### src/rtl/wdg_pkg.sv
package wdg_pkg;
  // One event acts on the watchdog per clock, in this priority order
  typedef enum logic [1:0] {
    EV_NONE   = 2'd0,
    EV_HALT   = 2'd1,
    EV_CLEAR  = 2'd2,
    EV_EXPIRE = 2'd3
  } wdg_evt_e;
endpackage

### src/rtl/wdg_rst_sync.sv
module wdg_rst_sync #(
  parameter int STAGES = 2
) (
  input  logic clk,
  input  logic arst_n,
  output logic srst_n
);
  logic [STAGES-1:0] chain_q;

  always_ff @(posedge clk or negedge arst_n) begin
    if (!arst_n) chain_q <= '0;
    else         chain_q <= {chain_q[STAGES-2:0], 1'b1};
  end

  assign srst_n = chain_q[STAGES-1];
endmodule

### src/rtl/wdg_clear_ctl.sv
module wdg_clear_ctl (
  input  logic clk,
  input  logic rst_n,
  input  logic cfg_pair_i,
  input  logic clr_i,
  input  logic clr_a_i,
  input  logic clr_b_i,
  input  logic drop_i,
  output logic clr_eff_o
);
  logic pend_a_q, pend_a_d;
  logic pend_b_q, pend_b_d;
  logic have_a, have_b;

  always_comb begin
    have_a    = cfg_pair_i & (clr_a_i | pend_a_q);
    have_b    = cfg_pair_i & (clr_b_i | pend_b_q);
    clr_eff_o = cfg_pair_i ? (have_a & have_b) : clr_i;
    pend_a_d  = pend_a_q;
    pend_b_d  = pend_b_q;
    if (drop_i || clr_eff_o) begin
      pend_a_d = 1'b0;
      pend_b_d = 1'b0;
    end else begin
      pend_a_d = have_a;
      pend_b_d = have_b;
    end
  end

  always_ff @(posedge clk or negedge rst_n) begin
    if (!rst_n) begin
      pend_a_q <= 1'b0;
      pend_b_q <= 1'b0;
    end else begin
      pend_a_q <= pend_a_d;
      pend_b_q <= pend_b_d;
    end
  end


  plain_ignored_chk: assert property (@(posedge clk) disable iff (!rst_n)
    (cfg_pair_i && !clr_a_i && !clr_b_i) |-> !clr_eff_o);
endmodule

### src/rtl/wdg_counter.sv
module wdg_counter #(
  parameter int CNT_W = 15
) (
  input  logic clk,
  input  logic rst_n,
  input  logic restart_i,
  output logic terminal_o
);
  localparam logic [CNT_W-1:0] TERM = {CNT_W{1'b1}};

  logic [CNT_W-1:0] cnt_q, cnt_d;

  always_comb begin
    if (restart_i) cnt_d = '0;
    else           cnt_d = cnt_q + 1'b1;
  end

  always_ff @(posedge clk or negedge rst_n) begin
    if (!rst_n) cnt_q <= '0;
    else        cnt_q <= cnt_d;
  end

  assign terminal_o = (cnt_q == TERM);


  wrap_zero_chk: assert property (@(posedge clk) disable iff (!rst_n)
    terminal_o |=> (cnt_q == '0));
endmodule

### src/rtl/wdg_status.sv
module wdg_status
  import wdg_pkg::*;
(
  input  logic     clk,
  input  logic     rst_n,
  input  wdg_evt_e evt_i,
  output logic     to_o,
  output logic     pdf_o,
  output logic     rst_req_o,
  output logic     wake_o
);
  logic to_q, to_d, pdf_q, pdf_d, hlt_q, hlt_d;
  logic rq_q, rq_d, wk_q, wk_d;

  always_comb begin
    to_d  = to_q;
    pdf_d = pdf_q;
    hlt_d = hlt_q;
    rq_d  = 1'b0;
    wk_d  = 1'b0;
    case (evt_i)
      EV_HALT: begin
        to_d  = 1'b0;
        pdf_d = 1'b1;
        hlt_d = 1'b1;
      end
      EV_CLEAR: begin
        to_d  = 1'b0;
        pdf_d = 1'b0;
      end
      EV_EXPIRE: begin
        to_d  = 1'b1;
        hlt_d = 1'b0;
        rq_d  = ~hlt_q;
        wk_d  = hlt_q;
      end
      default: ;
    endcase
  end

  always_ff @(posedge clk or negedge rst_n) begin
    if (!rst_n) begin
      to_q  <= 1'b0;
      pdf_q <= 1'b0;
      hlt_q <= 1'b0;
      rq_q  <= 1'b0;
      wk_q  <= 1'b0;
    end else begin
      to_q  <= to_d;
      pdf_q <= pdf_d;
      hlt_q <= hlt_d;
      rq_q  <= rq_d;
      wk_q  <= wk_d;
    end
  end

  assign to_o      = to_q;
  assign pdf_o     = pdf_q;
  assign rst_req_o = rq_q;
  assign wake_o    = wk_q;


  flags_hold_chk: assert property (@(posedge clk) disable iff (!rst_n)
    (evt_i == EV_NONE) |=> ($stable(to_o) && $stable(pdf_o)));

  req_exclusive_chk: assert property (@(posedge clk) disable iff (!rst_n)
    !(rst_req_o && wake_o));

  req_with_to_chk: assert property (@(posedge clk) disable iff (!rst_n)
    (rst_req_o || wake_o) |-> to_o);
endmodule

### src/rtl/wdg_pair_clear.sv
module wdg_pair_clear
  import wdg_pkg::*;
#(
  parameter int CNT_W = 15
) (
  input  logic clk,
  input  logic rst_n,
  input  logic cfg_pair_i,
  input  logic clr_i,
  input  logic clr_a_i,
  input  logic clr_b_i,
  input  logic halt_i,
  output logic rst_req_o,
  output logic wake_o,
  output logic to_o,
  output logic pdf_o
);
  logic     srst_n;
  logic     clr_eff, terminal, restart, drop;
  wdg_evt_e evt;

  wdg_rst_sync #(.STAGES(2)) u_sync (
    .clk(clk), .arst_n(rst_n), .srst_n(srst_n)
  );

  always_comb begin
    if (halt_i)        evt = EV_HALT;
    else if (clr_eff)  evt = EV_CLEAR;
    else if (terminal) evt = EV_EXPIRE;
    else               evt = EV_NONE;
    restart = halt_i | clr_eff;
    drop    = (evt == EV_HALT) | (evt == EV_EXPIRE);
  end

  wdg_clear_ctl u_clr (
    .clk(clk), .rst_n(srst_n), .cfg_pair_i(cfg_pair_i),
    .clr_i(clr_i), .clr_a_i(clr_a_i), .clr_b_i(clr_b_i),
    .drop_i(drop), .clr_eff_o(clr_eff)
  );

  wdg_counter #(.CNT_W(CNT_W)) u_cnt (
    .clk(clk), .rst_n(srst_n), .restart_i(restart), .terminal_o(terminal)
  );

  wdg_status u_sts (
    .clk(clk), .rst_n(srst_n), .evt_i(evt),
    .to_o(to_o), .pdf_o(pdf_o), .rst_req_o(rst_req_o), .wake_o(wake_o)
  );


  halt_flags_chk: assert property (@(posedge clk) disable iff (!srst_n)
    halt_i |=> (pdf_o && !to_o));

  clear_flags_chk: assert property (@(posedge clk) disable iff (!srst_n)
    (clr_eff && !halt_i) |=> (!pdf_o && !to_o && !rst_req_o && !wake_o));
endmodule

### config.mk
export PLATFORM = sky130hd
export DESIGN_NAME = wdg_pair_clear
export DESIGN_NICKNAME = d
export VERILOG_FILES = /design/src/rtl/wdg_pkg.sv /design/src/rtl/wdg_rst_sync.sv /design/src/rtl/wdg_clear_ctl.sv /design/src/rtl/wdg_counter.sv /design/src/rtl/wdg_status.sv /design/src/rtl/wdg_pair_clear.sv
export SDC_FILE = /design/constraint.sdc
export NUM_CORES = 1
export LEC_CHECK = 0
export CORE_MARGIN = 4
export CORE_UTILIZATION = 50
export DETAILED_ROUTE_END_ITERATION = 10
export GPL_ROUTABILITY_DRIVEN = 0
export PLACE_DENSITY = 0.8
export SLEW_MARGIN = 20
export SYNTH_ARGS = -nofsm -noshare
export SYNTH_HDL_FRONTEND = slang
export SYNTH_SLANG_ARGS = --single-unit
export TNS_END_PERCENT = 50
### constraint.sdc
create_clock -name clk -period 1.1 [get_ports clk]
set_clock_uncertainty 0.05 [all_clocks]
set_input_delay 0.22 -clock clk [delete_from_list [all_inputs] [get_ports clk]]
set_output_delay 0.22 -clock clk [all_outputs]
set_load 0.02 [all_outputs]
Word-level counts from Yosys, hierarchy flattened:

Index checks and enable logic that the tools add are counted.
W data, S select, Z words.

* muxes and demuxes: 12
* $add $sub $neg: 1
* equal/unequal tests: 4
* bitwise gates (word level): 8
* reduce and logical (&&, ||, !) cells: 5

Operators with widths (count)
* $add A15 B1 Y15 const B: 1
* $eq A15 B15 Y1 const B: 1
* $mux W15: 1
* $mux W2: 3
* $pmux W1 S2: 3
* $reduce_bool A2 Y1: 3
* $mux W1: 5
* $eq A2 B2 Y1 const B: 2
* $or A1 B1 Y1: 4
* $and A1 B1 Y1: 3
* $eq A2 B1 Y1 const B: 1
* $reduce_or A2 Y1: 1
* $logic_or A1 B1 Y1: 1
* $not A1 Y1: 1

* logic and storage cells: 39
* input port bits: 7
* flip-flop bits (word level): 24
* output and inout bits: 4

Longest topological paths before layout:

* depth in word-level cells: 10
* depth in mapped cells: 7
* gate-level depth less buffers: 7

Hierarchy:

A second synthesis with hierarchy kept.

* cell total of the unflattened synthesis: 113
* area, all modules: 1179.9 um^2

Modules (own cells, without submodules)
* wdg_counter: area each 760.7 um^2, seq. area each 375.4 um^2, cells each 76, times used 1
* wdg_status: area each 246.5 um^2, seq. area each 125.1 um^2, cells each 19, times used 1
* wdg_clear_ctl: area each 93.8 um^2, seq. area each 50.0 um^2, cells each 10, times used 1
* wdg_rst_sync: area each 53.8 um^2, seq. area each 50.0 um^2, cells each 3, times used 1
* wdg_pair_clear: area each 25.0 um^2, seq. area each 0.0 um^2, cells each 5, times used 1

Least setup slack after synthesis:

OpenSTA, ideal clock, no wires.

* kind: register -> register
* from: reg u_cnt.cnt_q[0]
* to: reg u_sts.to_q, in the netlist u_sts.to_o
* slack: -0.682 ns
* buffers on the path: 0
* cell stages (with the launch flop): 8
* setup time: 0.125 ns
* arrival: 1.607 ns
* required time: 0.925 ns
* period minus slack after synthesis: 1.782 ns
* cells stage by stage: dfrtp_1 ha_1 nand3_1 nor4_1 a21oi_1 inv_1 ha_1 mux2_2

* longest elaborated chain between the ends: 7
* elaborated cells between the ends (all ways): 10
* those cells by class: eq/ne (4); mux (4); reduce/logical (2)

RTL lines
* start: declaration: line wdg_counter.sv:11 `logic [CNT_W-1:0] cnt_q, cnt_d;`
* start signal: assignment: line wdg_counter.sv:20 `else cnt_q <= cnt_d;`
* $eq A15 B15 Y1 (*): line wdg_counter.sv:23 `assign terminal_o = (cnt_q == TERM);`
* $mux W2 (*): line wdg_pair_clear.sv:29 `else if (terminal) evt = EV_EXPIRE;`
* $mux W2 (*): line wdg_pair_clear.sv:28 `else if (clr_eff) evt = EV_CLEAR;`
* $mux W2 (*): line wdg_pair_clear.sv:27 `if (halt_i) evt = EV_HALT;`
* $eq A2 B1 Y1 / $eq A2 B2 Y1 (equally long branches): line wdg_status.sv:21 `case (evt_i)`
* $reduce_or A2 Y1 (no source line)
* $pmux W1 S2 (*): line wdg_status.sv:21
* via u_sts.to_d: line wdg_status.sv:12 `logic to_q, to_d, pdf_q, pdf_d, hlt_q, hlt_d;`
* end signal: assignment: line wdg_status.sv:49 `to_q <= to_d;`
* end: declaration: line wdg_status.sv:12

The timed path passes the listed nets; every way through them passes the cells marked *.
A chain may end at the register's enable or synchronous reset.

Worst setup path after layout:

* from: reg u_cnt.cnt_q[0]
* to: reg u_sts.wk_q, in the netlist u_sts.wake_o

* longest elaborated chain between the ends: 6

RTL lines
* $eq A15 B15 Y1: line wdg_counter.sv:23
* $mux W2: line wdg_pair_clear.sv:29
* $mux W2: line wdg_pair_clear.sv:28
* $mux W2: line wdg_pair_clear.sv:27
* $eq A2 B2 Y1: line wdg_status.sv:21
* $mux W1: line wdg_status.sv:21
* via u_sts.wk_d: line wdg_status.sv:13 `logic rq_q, rq_d, wk_q, wk_d;`
* end signal: assignment: line wdg_status.sv:53 `wk_q <= wk_d;`
* end: declaration: line wdg_status.sv:13

The timed path passes the listed nets, and every way through them passes these cells.

==> impl_metrics.ini <==
[die]
die_area_um2 = 3090
io_pins = 11
die_h_um = 55.6
die_w_um = 55.6
core_um2 = 2060
initial_core_util = 0.549
row_count = 16

[routing]
drt_iter0_markers = 35
wl_per_cell_um = 20.2
totalWireLength_um = 3660
vias_per_cell = 5.72
vias = 1036
antenna_left = 0
drc_errors = 0
first_pass_iters = 4

[critical_path]
timing.reg2reg.setup_slack_ps = -670
crit_path_max_fanout = 3
crit_slowest_cell = dfrtp_1
startpoint_type = flip-flop
crit_type = reg -> reg
crit_chain = ha_4 > nand2_4 > nor2_4 > nand4_1 > buf_4 > a21oi_4 > ha_1 > and2_1
r2r_cells = 8
cp_num_buf_inv = 1
required_ps = 1320
cp_data_arrival_time_ps = 1990
rr_endpoint = u_sts.wake_o$_DFF_PN0_
cp.depth = 8
cp-end-kind = flip-flop
critPathLaunch = u_cnt.cnt_q[0]$_DFF_PN0_
slowest_delay_ps = 420
critPathCapture = u_sts.wake_o$_DFF_PN0_
r2r-start = u_cnt.cnt_q[0]$_DFF_PN0_
crit_family = simple AND/OR/NAND/NOR gates

[cells_and_area]
multi_input_area_um2 = 777
antennaDiodeCount = 0
drive_gt1_frac = 0.494
instances_no_fill = 181
area_growth_syn_to_layout_pct = 64.3
fillCellCount = 68
utilization = 0.902
nets = 168
regArea_um2 = 602

[synthesis]
ys_seq_area_frac = 0.530
synthesis.nets = 121
ys_types = 27
synth_warnings = 0
synthCells = 109
netlist_area_um2 = 1130
ys_ff_latch = 24
syn_avg_cell_area_um2 = 10.4

[min_path]
hp-class = reg -> async

[status]
status = complete, but fails checks
violations = negative setup slack

[power_and_ir_drop]
power.density_nw_per_um2 = 839
swShare = 0.265
total_leakage_power_uw = 0.000870
seqPwrFrac = 0.590
max-vdd-ir-drop_mv = 0.986
pwr-share-clk = 0.254
p_comb_frac = 0.156
power_switching_uw = 414
p_int_uw = 1150

[global_route]
grt_pass1_wl_um = 4210
grt_max_degree = 23
grt_usage = 0.173
overflow = 0
grt_pass1_vias = 954
antenna_found_initial = 0

[timing]
setup-violations-final = 26
finalCriticalPeriod_ps = 1770
setup_slack_ps = -674
fmax_mhz = 564
rsz0062_at_grt = yes
setup_tns_ps = -10220
slew_viol_final = 0
hold_violations = 0
finalCritPeriodShare = 1.61

[clocking]
clk_latency_ps = 320
cts_sinks = 24
clk_pin_slew_ps = 130
cts_buffers = 3
clk_path_buf_depth = 2
cts_max_level = 1
cts_tree = built
cts-root-buf = clkbuf_4

[run]
drv_cap = 0

[placed_design]
dp_hpwl_um = 1760
portBuffers = 10
dpl_worst_slack_ps = -892
dp.cells = 170
## logic make-up after synthesis
logic type,after synthesis,synth area share
and+or+nand+nor,48,0.220
xor gates and xnor gates,12,0.0928
muxes,3,0.0276
DFF,24,0.530
AOI/OAI and AO/OA,8,0.0442
buffers and inverters,8,0.0265
adders and majority gates,5,0.0552
other,1,0.00331
## worst min-delay path by stage
stage | startpoint | to
global placement | u_sync.chain_q[1]$_DFF_PN0_ | u_clr.pend_a_q$_DFF_PN0_
global route | u_sync.chain_q[1]$_DFF_PN0_ | u_cnt.cnt_q[1]$_DFF_PN0_
floorplan | rst_n | u_sync.chain_q[0]$_DFF_PN0_
detailed placement | u_sync.chain_q[1]$_DFF_PN0_ | u_cnt.cnt_q[0]$_DFF_PN0_
finish | u_sync.chain_q[1]$_DFF_PN0_ | u_clr.pend_a_q$_DFF_PN0_
CTS | rst_n | u_sync.chain_q[0]$_DFF_PN0_
## timing repair
action	in CTS	in global routing
pin swaps	8	18
buffers inserted	0	6
gates resized for setup	36	36
gates cloned	0	1
hold endpoints to repair	0	2
endpoints found under the setup margin	26	26
hold buffers	0	1
## routing by layer
metal	track usage	vias to the layer above	wire length, um
met5	0	-	0
met4	0.0625	0	129
met3	0.0325	11	183
met2	0.321	34	1880
met1	0.196	529	1460
li1	-	462	-
## cell usage in the layout (no fill, tap or decap), types with 2 or more instances in the layout
cell and n:
buf_4 26, dfrtp_1 23, nor2_1 12, xnor2_1 9, buf_6 7, inv_1 6, clkdlybuf4s50_1 6, nor4_4 4
nand3_1 4, nor2_4 4, nor2_2 4, ha_4 4, a21oi_2 3, nand3_4 3, clkbuf_4 3, nand4_1 2
or3_4 2, nor3_4 2, nor3_2 2, xor2_1 2, mux2i_1 2, buf_8 2
## metrics by stage
step | hold WS [ps] | instance area [um2] | total power, uW
floorplan | -126 | 1210 | 1020
global placement | 162 | 1510 | 1090
detailed placement | 174 | 1510 | 1100
CTS | 0.834 | 1610 | 1480
global route | 219 | 1860 | 1620
finish | 175 | 1860 | 1560
## synth_stat cells
library cell | count | area [um2]
or2_2 | 1 | 6.26
mux2_2 | 1 | 11.3
or3_1 | 2 | 12.5
nand4_1 | 2 | 12.5
nor2b_1 | 2 | 12.5
o22a_1 | 1 | 8.76
o21ai_0 | 1 | 5.00
nand3_1 | 7 | 35.0
xor2_1 | 2 | 17.5
inv_1 | 7 | 26.3
xnor2_1 | 10 | 87.6
nand2_1 | 2 | 7.51
mux2i_1 | 2 | 20.0
dfrtp_1 | 24 | 601
or3b_1 | 1 | 8.76
nand4_4 | 1 | 21.3
ha_1 | 5 | 62.6
a21o_1 | 1 | 7.51
and3_1 | 1 | 6.26
a211o_1 | 1 | 8.76
nor3_1 | 4 | 20.0
conb_1 | 1 | 3.75
clkbuf_1 | 1 | 3.75
and2_1 | 1 | 6.26
nor2_1 | 20 | 75.1
a21oi_1 | 4 | 20.0
nor4_1 | 4 | 25.0
## flip-flops by register name, summed over array words and instances (netlist names)
register         cells
u_sts.rst_req_o      1
u_sync.chain_q       2
u_sts.wake_o         1
u_sts.to_o           1
u_clr.pend_b_q       1
u_clr.pend_a_q       1
u_sts.hlt_q          1
u_sts.pdf_o          1
u_cnt.cnt_q         15
## power by group through the flow
stage	Clock, uW	Combinational [uW]	Sequential, uW
floorplan	0	66.9	953
global placement	0	153	933
detailed placement	0	162	934
CTS	385	172	919
global route	435	261	923
finish	397	244	921
## layout make-up
cell class,count,share of cell area
clock buffers,3,0.0121
inverters,7,0.0141
multi-input cells,77,0.418
flip-flops and latches,24,0.323
well taps,27,0.0182
repair buffers,43,0.215
(Power assumes the default switching activity.)
